### src/rtl/strobe_ack_pkg.sv
// Shared types for the strobe-acknowledge slave.
package strobe_ack_pkg;
    typedef enum logic [1:0] {
        ST_IDLE = 2'd0,
        ST_WAIT = 2'd1,
        ST_ACK  = 2'd2,
        ST_REL  = 2'd3
    } sab_state_e;

    localparam logic [1:0] SIZ_BYTE = 2'b01;
endpackage

### src/rtl/sab_lane_decode.sv
// Byte-lane decoder. It turns the size code and the low address bit into
// enables for a 16-bit port, with the even byte on the upper lane.
// Assumes two lanes, so the enable for the even byte is bit 1.
module sab_lane_decode
    import strobe_ack_pkg::*;
#(
    parameter int DATA_W = 16,
    localparam int LANES = DATA_W / 8
) (
    input  logic [1:0]       siz,
    input  logic             addr_lsb,
    output logic [LANES-1:0] be
);
    logic single_lane;

    // Purpose: pick a single lane for bytes and odd addresses, else both.
    always_comb begin
        single_lane = (siz == SIZ_BYTE) || addr_lsb;
        if (single_lane) begin
            be = addr_lsb ? LANES'(2'b01) : LANES'(2'b10);
        end else begin
            be = '1;
        end
    end
endmodule

### src/rtl/sab_cycle_fsm.sv
// Bus cycle sequencer. It tracks one strobe cycle from the strobe sample to
// the release and produces the acknowledge, the enables and the array request.
// Assumes the strobes are already timed to clk.
module sab_cycle_fsm
    import strobe_ack_pkg::*;
(
    input  logic clk,
    input  logic rst_n,
    input  logic as_n,
    input  logic ds_n,
    input  logic cs_n,
    input  logic rd_wr_n,
    input  logic arr_ready,
    output logic start,
    output logic load_rdata,
    output logic cyc_rd,
    output logic arr_req,
    output logic ack_n_out,
    output logic ack_oe,
    output logic dbus_oe
);
    sab_state_e state;
    logic       ds_seen;

    assign start      = (state == ST_IDLE) && !as_n && !cs_n;
    assign arr_req    = (state == ST_WAIT) && !as_n && (cyc_rd || ds_seen);
    assign load_rdata = arr_req && arr_ready;
    assign ack_oe     = (state != ST_IDLE);
    assign ack_n_out  = (state != ST_ACK);
    assign dbus_oe    = (state == ST_ACK) && cyc_rd;

    // Purpose: advance the cycle state and record the direction and the data strobe.
    always_ff @(posedge clk) begin
        if (!rst_n) begin
            state   <= ST_IDLE;
            cyc_rd  <= 1'b1;
            ds_seen <= 1'b0;
        end else begin
            case (state)
                ST_IDLE: begin
                    ds_seen <= !ds_n;
                    if (start) begin
                        cyc_rd <= rd_wr_n;
                        state  <= ST_WAIT;
                    end
                end
                ST_WAIT: begin
                    ds_seen <= ds_seen || !ds_n;
                    if (as_n) begin
                        state <= ST_REL;
                    end else if (load_rdata) begin
                        state <= ST_ACK;
                    end
                end
                ST_ACK: begin
                    if (as_n) begin
                        state <= ST_REL;
                    end
                end
                default: begin
                    state   <= ST_IDLE;
                    ds_seen <= 1'b0;
                end
            endcase
        end
    end

    // a strobe with chip select drives the acknowledge high first
    a_r2_drive_inactive: assert property (@(posedge clk) disable iff (!rst_n)
        (state == ST_IDLE && !as_n && !cs_n) |=> (ack_oe && ack_n_out));

    // the acknowledge falls only after an accepted request
    a_r3_ack_after_ready: assert property (@(posedge clk) disable iff (!rst_n)
        $fell(ack_n_out) |-> $past(arr_req && arr_ready));

    // the strobe rising releases the acknowledge and the data lanes
    a_r7_release: assert property (@(posedge clk) disable iff (!rst_n)
        (state == ST_ACK && as_n) |=> (ack_oe && ack_n_out && !dbus_oe));

    // the acknowledge floats one edge after it was driven high
    a_r7_float: assert property (@(posedge clk) disable iff (!rst_n)
        (state == ST_REL) |=> !ack_oe);

    // a strobe without chip select leaves the acknowledge floating
    a_r8_ignore: assert property (@(posedge clk) disable iff (!rst_n)
        (state == ST_IDLE && cs_n) |=> !ack_oe);
endmodule

### src/rtl/sab_datapath.sv
// Address and data holding registers. It latches the word address and the
// lane enables when a cycle starts, and the array word when the array answers.
// Assumes start and load_rdata come from the cycle sequencer.
module sab_datapath
    import strobe_ack_pkg::*;
#(
    parameter int ADDR_W = 17,
    parameter int DATA_W = 16,
    localparam int LANES = DATA_W / 8
) (
    input  logic              clk,
    input  logic              rst_n,
    input  logic              start,
    input  logic              load_rdata,
    input  logic [1:0]        siz,
    input  logic [ADDR_W-1:0] addr,
    input  logic [LANES-1:0]  be_in,
    input  logic [DATA_W-1:0] arr_rdata,
    output logic [ADDR_W-2:0] arr_addr,
    output logic [LANES-1:0]  arr_be,
    output logic [DATA_W-1:0] dbus_out
);
    // Purpose: hold the address and lanes for the whole cycle, and the read word.
    always_ff @(posedge clk) begin
        if (!rst_n) begin
            arr_addr <= '0;
            arr_be   <= '0;
            dbus_out <= '0;
        end else begin
            if (start) begin
                arr_addr <= addr[ADDR_W-1:1];
                arr_be   <= be_in;
            end
            if (load_rdata) begin
                dbus_out <= arr_rdata;
            end
        end
    end

    // a byte transfer always enables exactly one lane
    a_r6_single_lane: assert property (@(posedge clk) disable iff (!rst_n)
        (start && siz == SIZ_BYTE) |=> ($countones(arr_be) == 1));
endmodule

### src/rtl/strobe_ack_slave.sv
// Top of the strobe-acknowledge slave port. It joins the lane decoder, the
// cycle sequencer and the holding registers. Acknowledge and data come out as
// value/enable pairs for tri-state pads. Assumes a 16-bit port.
module strobe_ack_slave
    import strobe_ack_pkg::*;
#(
    parameter int ADDR_W = 17,
    parameter int DATA_W = 16,
    localparam int LANES = DATA_W / 8
) (
    input  logic              clk,
    input  logic              rst_n,
    input  logic              as_n,
    input  logic              ds_n,
    input  logic              cs_n,
    input  logic              rd_wr_n,
    input  logic [1:0]        siz,
    input  logic [ADDR_W-1:0] addr,
    input  logic [DATA_W-1:0] dbus_in,
    output logic [DATA_W-1:0] dbus_out,
    output logic              dbus_oe,
    output logic              ack_n_out,
    output logic              ack_oe,
    output logic              arr_req,
    output logic              arr_we,
    output logic [ADDR_W-2:0] arr_addr,
    output logic [LANES-1:0]  arr_be,
    output logic [DATA_W-1:0] arr_wdata,
    input  logic [DATA_W-1:0] arr_rdata,
    input  logic              arr_ready
);
    logic             start;
    logic             load_rdata;
    logic             cyc_rd;
    logic [LANES-1:0] be_dec;

    assign arr_we    = !cyc_rd;
    assign arr_wdata = dbus_in;

    sab_lane_decode #(.DATA_W(DATA_W)) u_dec (
        .siz      (siz),
        .addr_lsb (addr[0]),
        .be       (be_dec)
    );

    sab_cycle_fsm u_fsm (
        .clk        (clk),
        .rst_n      (rst_n),
        .as_n       (as_n),
        .ds_n       (ds_n),
        .cs_n       (cs_n),
        .rd_wr_n    (rd_wr_n),
        .arr_ready  (arr_ready),
        .start      (start),
        .load_rdata (load_rdata),
        .cyc_rd     (cyc_rd),
        .arr_req    (arr_req),
        .ack_n_out  (ack_n_out),
        .ack_oe     (ack_oe),
        .dbus_oe    (dbus_oe)
    );

    sab_datapath #(.ADDR_W(ADDR_W), .DATA_W(DATA_W)) u_dp (
        .clk        (clk),
        .rst_n      (rst_n),
        .start      (start),
        .load_rdata (load_rdata),
        .siz        (siz),
        .addr       (addr),
        .be_in      (be_dec),
        .arr_rdata  (arr_rdata),
        .arr_addr   (arr_addr),
        .arr_be     (arr_be),
        .dbus_out   (dbus_out)
    );
endmodule

### config.mk
export PLATFORM = sky130hd
export DESIGN_NAME = strobe_ack_slave
export DESIGN_NICKNAME = d
export VERILOG_FILES = /design/src/rtl/strobe_ack_pkg.sv /design/src/rtl/sab_lane_decode.sv /design/src/rtl/sab_cycle_fsm.sv /design/src/rtl/sab_datapath.sv /design/src/rtl/strobe_ack_slave.sv
export SDC_FILE = /design/constraint.sdc
export NUM_CORES = 1
export LEC_CHECK = 0
export ABC_CLOCK_PERIOD_IN_PS = 1400
export BUFFER_PORTS_ARGS = -buffer_cell sky130_fd_sc_hd__buf_4
export CELL_PAD_IN_SITES_DETAIL_PLACEMENT = 1
export CELL_PAD_IN_SITES_GLOBAL_PLACEMENT = 2
export CORE_ASPECT_RATIO = 2
export CORE_MARGIN = 5
export CORE_UTILIZATION = 19
export DETAILED_ROUTE_END_ITERATION = 10
export HOLD_SLACK_MARGIN = 0.12
export PLACE_DENSITY_LB_ADDON = 0.1
export SLEW_MARGIN = 20
export SYNTH_ARGS = -nofsm -noshare
export SYNTH_HDL_FRONTEND = slang
export SYNTH_SLANG_ARGS = --single-unit
### constraint.sdc
create_clock -name clk -period 1.4 [get_ports clk]
set_input_delay 0.07 -clock clk [delete_from_list [all_inputs] [get_ports clk]]
set_output_delay 0.07 -clock clk [all_outputs]
set_load 0.01 [all_outputs]
* Word-level counts from Yosys, hierarchy flattened
Cells that the tools add are included.
** Storage, ports and cells
- Input bits :: 58
- Flip-flop bits (word level) :: 38
- Logic and storage cells :: 38
** Cells by class
- Equal/unequal tests :: 7
- Reduce and logical (&&, ||, !) cells :: 17
- Mux-type cells :: 8
** Operators with widths (number)
- 2-bit two-way mux :: 6
- 1-bit logical AND :: 6
- 2-bit != test (second input constant) :: 3
- 2-bit one-hot mux with 3 select lines :: 1
- 2-bit by 1-bit equality test with 1-bit output (second input constant) :: 2
- 1-bit zero test :: 4
- 1-bit logical OR :: 3
- 3-bit != test (second input constant) :: 1
- 1-bit one-hot mux with 3 select lines :: 1
- 3-bit AND reduction :: 1
- 2-bit equality test (second input constant) :: 1
- 2-bit zero test :: 1
- 2-bit AND reduction :: 1
- 2-bit nonzero test :: 1

* Depth between registers and ports, before layout
- Word-level depth :: 7
- Depth in mapped cells :: 7

* Cells and area by module
From an unflattened synthesis, not the netlist that was laid out.
** Second synthesis, totals
- Cell total of the unflattened synthesis :: 162
- Area total of the unflattened synthesis :: 1739.2 µm²
** By module, submodules not included
- sab_datapath :: cells an instance 109, instances 1, area each 1302.5 µm²
- sab_cycle_fsm :: cells an instance 34, instances 1, area each 300.3 µm²
- strobe_ack_slave :: cells an instance 17, instances 1, area each 123.9 µm²
- sab_lane_decode :: cells an instance 2, instances 1, area each 12.5 µm²

* Worst setup path before layout
No wires, ideal clock.
- Path type :: reg-to-reg
- From :: register u_fsm.state[0]
- To :: register u_dp.arr_be[0]
- Stages on the path, launching flop included :: 7
- Data required time :: 1.279 ns
- Data arrival time :: 1.346 ns
- Slack :: -0.067 ns
- Setup time :: 0.121 ns
- Cells stage by stage :: dfxtp_1 > inv_1 > ha_1 > or3b_1 > buf_2 > nor4b_2 > nor3_1
** On the way
- Word-level cells in the longest chain between the ends :: 3
** RTL lines
- from (decl) :: line sab_cycle_fsm.sv:22 : sab_state_e state;
- from (signal assigned) :: line sab_cycle_fsm.sv:35 : state <= ST_IDLE;
- from (signal assigned) :: line sab_cycle_fsm.sv:44 : state <= ST_WAIT;
- from (signal assigned) :: line sab_cycle_fsm.sv:50 : state <= ST_REL;
- 2-bit zero test :: line sab_cycle_fsm.sv:25 : assign start = (state == ST_IDLE) && !as_n && !cs_n;
- 1-bit logical AND (2 in series) :: line sab_cycle_fsm.sv:25
- to (signal assigned) :: line sab_datapath.sv:32 : arr_be <= be_in;
- to (decl) :: line sab_datapath.sv:20 : output logic [LANES-1:0] arr_be,
Every way passes these cells.
A chain may end at the register's enable or synchronous reset.

* Worst setup path after layout
Ends and elaborated chain as after synthesis.

==> summary.txt <==
Run status
  – Status: complete, but fails checks
  – Failing checks: negative setup slack

Global route
  – Total GRT Usage: 0.1295
  – Vias in the first global route: 2188
  – Initial antenna violation count: 0
  – First-pass GRT wire length: 11560 um
  – GRT Residual Overflow: 0
  – Largest net degree at the start of global routing: 19

Synth
  – Synthesized area: 1747 sq um
  – Synth top area share: 0.4355
  – Cells after Synth: 207
  – Dominant cell type by area after synthesis: dfxtp_1
  – Ys async rst share: 0
  – Top cells by area, synth: dfxtp_1 (44%), a21oi_1 (9.5%), nand2_1 (7.5%), buf_4 (6.9%), o31ai_1 (6.9%)
  – Avg Cell Area, Syn: 8.438 sq um
  – Syn nets: 269
  – #FFs+latches synth: 38
  – Leading cell type by number of instances after synthesis: dfxtp_1
  – Distinct cell type count after synthesis: 30
  – Post-synth EDFFs: 0
  – Seq/Total Area, Yosys: 0.4355
  – Syn. warnings: 0
  – Commonest cells in the netlist: dfxtp_1 (38), nand2_1 (35), a21oi_1 (33)
  – Top FF cell, synth: dfxtp_1

Final layout
  – Layout Cells excl Fill: 428
  – Final Util: 0.3511
  – Number of diodes: 0
  – Layout cell share with drive strength beyond 1: 0.4509
  – Fin nets: 387
  – P&R area growth vs syn: 81.16%
  – Number of fill cells: 1061

Placement
  – Cells after DPL: 375
  – Pre-CTS setup slack: -84.76 ps
  – Buffers on Ports: 80
  – Routability cong.: 0.6936
  – Hpwl dp: 5299 um

Worst setup path
  – CP Capture Type: flip-flop
  – Critical Path RT: 1560 ps
  – R2R depth: 5
  – Worst Path Max Fanout: 4
  – Setup CP Type: reg2reg
  – Reg2reg setup slack: -20 ps
  – Startpoint types: flip-flop
  – Slowest CP cell: or3b_4
  – Worst Path Arrival: 1580 ps
  – CP Cell Sequence: inv_4 -> ha_4 -> or3b_4 -> nor4b_2 -> nor3_1
  – CP max stage delay: 410 ps
  – Reg2reg end: u_dp.arr_be[0]
  – Reg2Reg Launch Point: u_fsm.state[0]

Routing
  – Vias per cell: 4.579
  – Detail Route Antenna Nets: 0
  – Post-Route WL: 7148 um
  – DR vias: 1960
  – Iteration count of the initial detailed-routing pass: 3
  – First DRT Iteration DRCs: 58
  – DR WL/cell: 16.70 um
  – DR DRC count: 0

Timing
  – Setup violators final: 1
  – Least-Margin Pin Slew: 349.5 ps
  – Slew margin rel.: 0.7670
  – Pins Over Slew Limit: 0
  – Crit share post-route: 1.015
  – Highest achievable clock rate: 0.7040 GHz
  – RSZ-0062 raised after global routing: true
  – Clk_skew: 2.258 ps
  – Worst setup margin: -20.43 ps
  – Final Hold Vio Count: 0
  – Post-route minimum period: 1420 ps

Clocking
  – Max Root-Sink Buffers: 2
  – Clk slew on worst S/H paths: 60 ps
  – CTS tree: built
  – Clock Latency Late Sink: 280 ps
  – Num CTS Buffers: 5
  – Clock sinks: 38
  – Root Driver: clkbuf_16
  – H-Tree Depth: 2

Floorplanning
  – Die W: 77.80 um
  – Rows: 49
  – Initial cell density of the core: 0.1938
  – Die H: 145.6 um
  – Die area: 11330 sq um
  – Ports: 113
  – Core area: 9012 sq um

Run
  – Max-Cap Viols: 0

Min path
  – Min-Delay Path Depth: 0
  – Hold Path Class: in2out
  – Min-Delay Startpoint: dbus_in[4]
  – Hold EP: arr_wdata[4]

Pwr
  – PD cells: 1292 nW/um^2
  – Leakage power: 1.312 nW
  – Worst vdd ir: 0.6175 mV
-- through the flow --
| step | setup TNS [ps] | hold slack, ps | instance area (sq um) | total power [mW] |
|---|---|---|---|---|
| final | -20.43 | 140.0 | 3164 | 4.088 |
| after global routing | -1255 | 140.1 | 3164 | 4.378 |
| after CTS | -198.2 | 140.1 | 3047 | 4.108 |
| after detailed placement | -753.8 | 140.1 | 2422 | 2.659 |
| after global placement | -51.15 | 140.1 | 2422 | 2.653 |
| after floorplan | -65.40 | 158.9 | 1767 | 2.036 |
-- power breakdown --
part | internal [mW] | switching, mW | leakage [nW]
clock network | 0.706 | 0.439 | 0.0739
logic | 0.874 | 0.753 | 0.928
registers | 1.22 | 0.0968 | 0.310
total | 2.80 | 1.29 | 1.31
-- critical path: cells and delay by family (launching register included) --
kind	cells	cell delay [ps]
buf+inv	1	70
flops	1	360
fa+ha+maj	1	140
simple gates	3	730
-- what timing repair did --
| item | 4_1_cts | 5_1_grt |
|---|---|---|
| endpoints found under the hold margin | 37 | 0 |
| gates resized for setup | 11 | 23 |
| setup endpoints to repair | 25 | 32 |
| pin swaps | 2 | 4 |
| hold buffers | 38 | 0 |
| buffers inserted | 6 | 1 |
-- routing by layer --
layer  GRT usage  wire length, um
met1      0.1278             2539
met4     0.04733              145
met3     0.03717              430
met2      0.2458             4032
met5           0                0
-- layout make-up --
| type | instances | area [sq um] | area share |
|---|---|---|---|
| clock buffer | 7 | 142.6 | 0.04508 |
| timing repair buffer | 144 | 1220 | 0.3855 |
| tap | 102 | 127.6 | 0.04033 |
| inverter | 7 | 35.03 | 0.01107 |
| sequential | 38 | 768.2 | 0.2428 |
| multi-input combinational | 129 | 865.8 | 0.2736 |
| clock inverter | 1 | 5.005 | 0.001582 |
-- worst max-delay path by stage --
stage,from,to,slack (ps),depth (start not counted)
6_report,u_fsm.state[0],u_dp.arr_be[0],-20,5
5_1_grt,u_fsm.state[0],u_dp.arr_addr[11],-90,8
4_1_cts,u_fsm.state[0],u_dp.arr_be[0],-40,5
3_5_place_dp,u_fsm.state[0],u_dp.arr_be[0],-80,5
2_1_floorplan,u_fsm.state[1],u_dp.arr_be[0],-40,6
3_3_place_gp,u_fsm.state[0],u_dp.arr_be[0],-30,5
-- placed cells by master, fill, tap and decap left out, types with 2 or more instances in the layout --
master         instances
a21oi_1               30
a21oi_2                3
buf_12                 2
buf_4                 99
buf_6                  5
clkbuf_16              5
dfxtp_1               34
dfxtp_2                3
dlygate4sd3_1         38
ha_4                   2
inv_1                  2
inv_2                  2
inv_4                  2
nand2_1               34
nand4_1               16
nor2_1                 6
nor3_1                 2
o21ai_0                3
o31ai_1                8
o31ai_2                7
-- registers in the layout, indices dropped and copies added, names as in the netlist --
register	count
u_fsm.cyc_rd	1
u_fsm.state	2
u_dp.arr_be	2
u_fsm.ds_seen	1
u_dp.arr_addr	16
u_dp.dbus_out	16
-- cells by family after synthesis --
logic type,share of synthesized area
multiplexers,0.01432
buffers and inverters,0.1347
AO/OA/AOI/OAI,0.2006
adder cells (fa/ha/maj),0.02865
AND/OR/NAND/NOR,0.1863
flip-flops,0.4355
(Power assumes the default switching activity.)
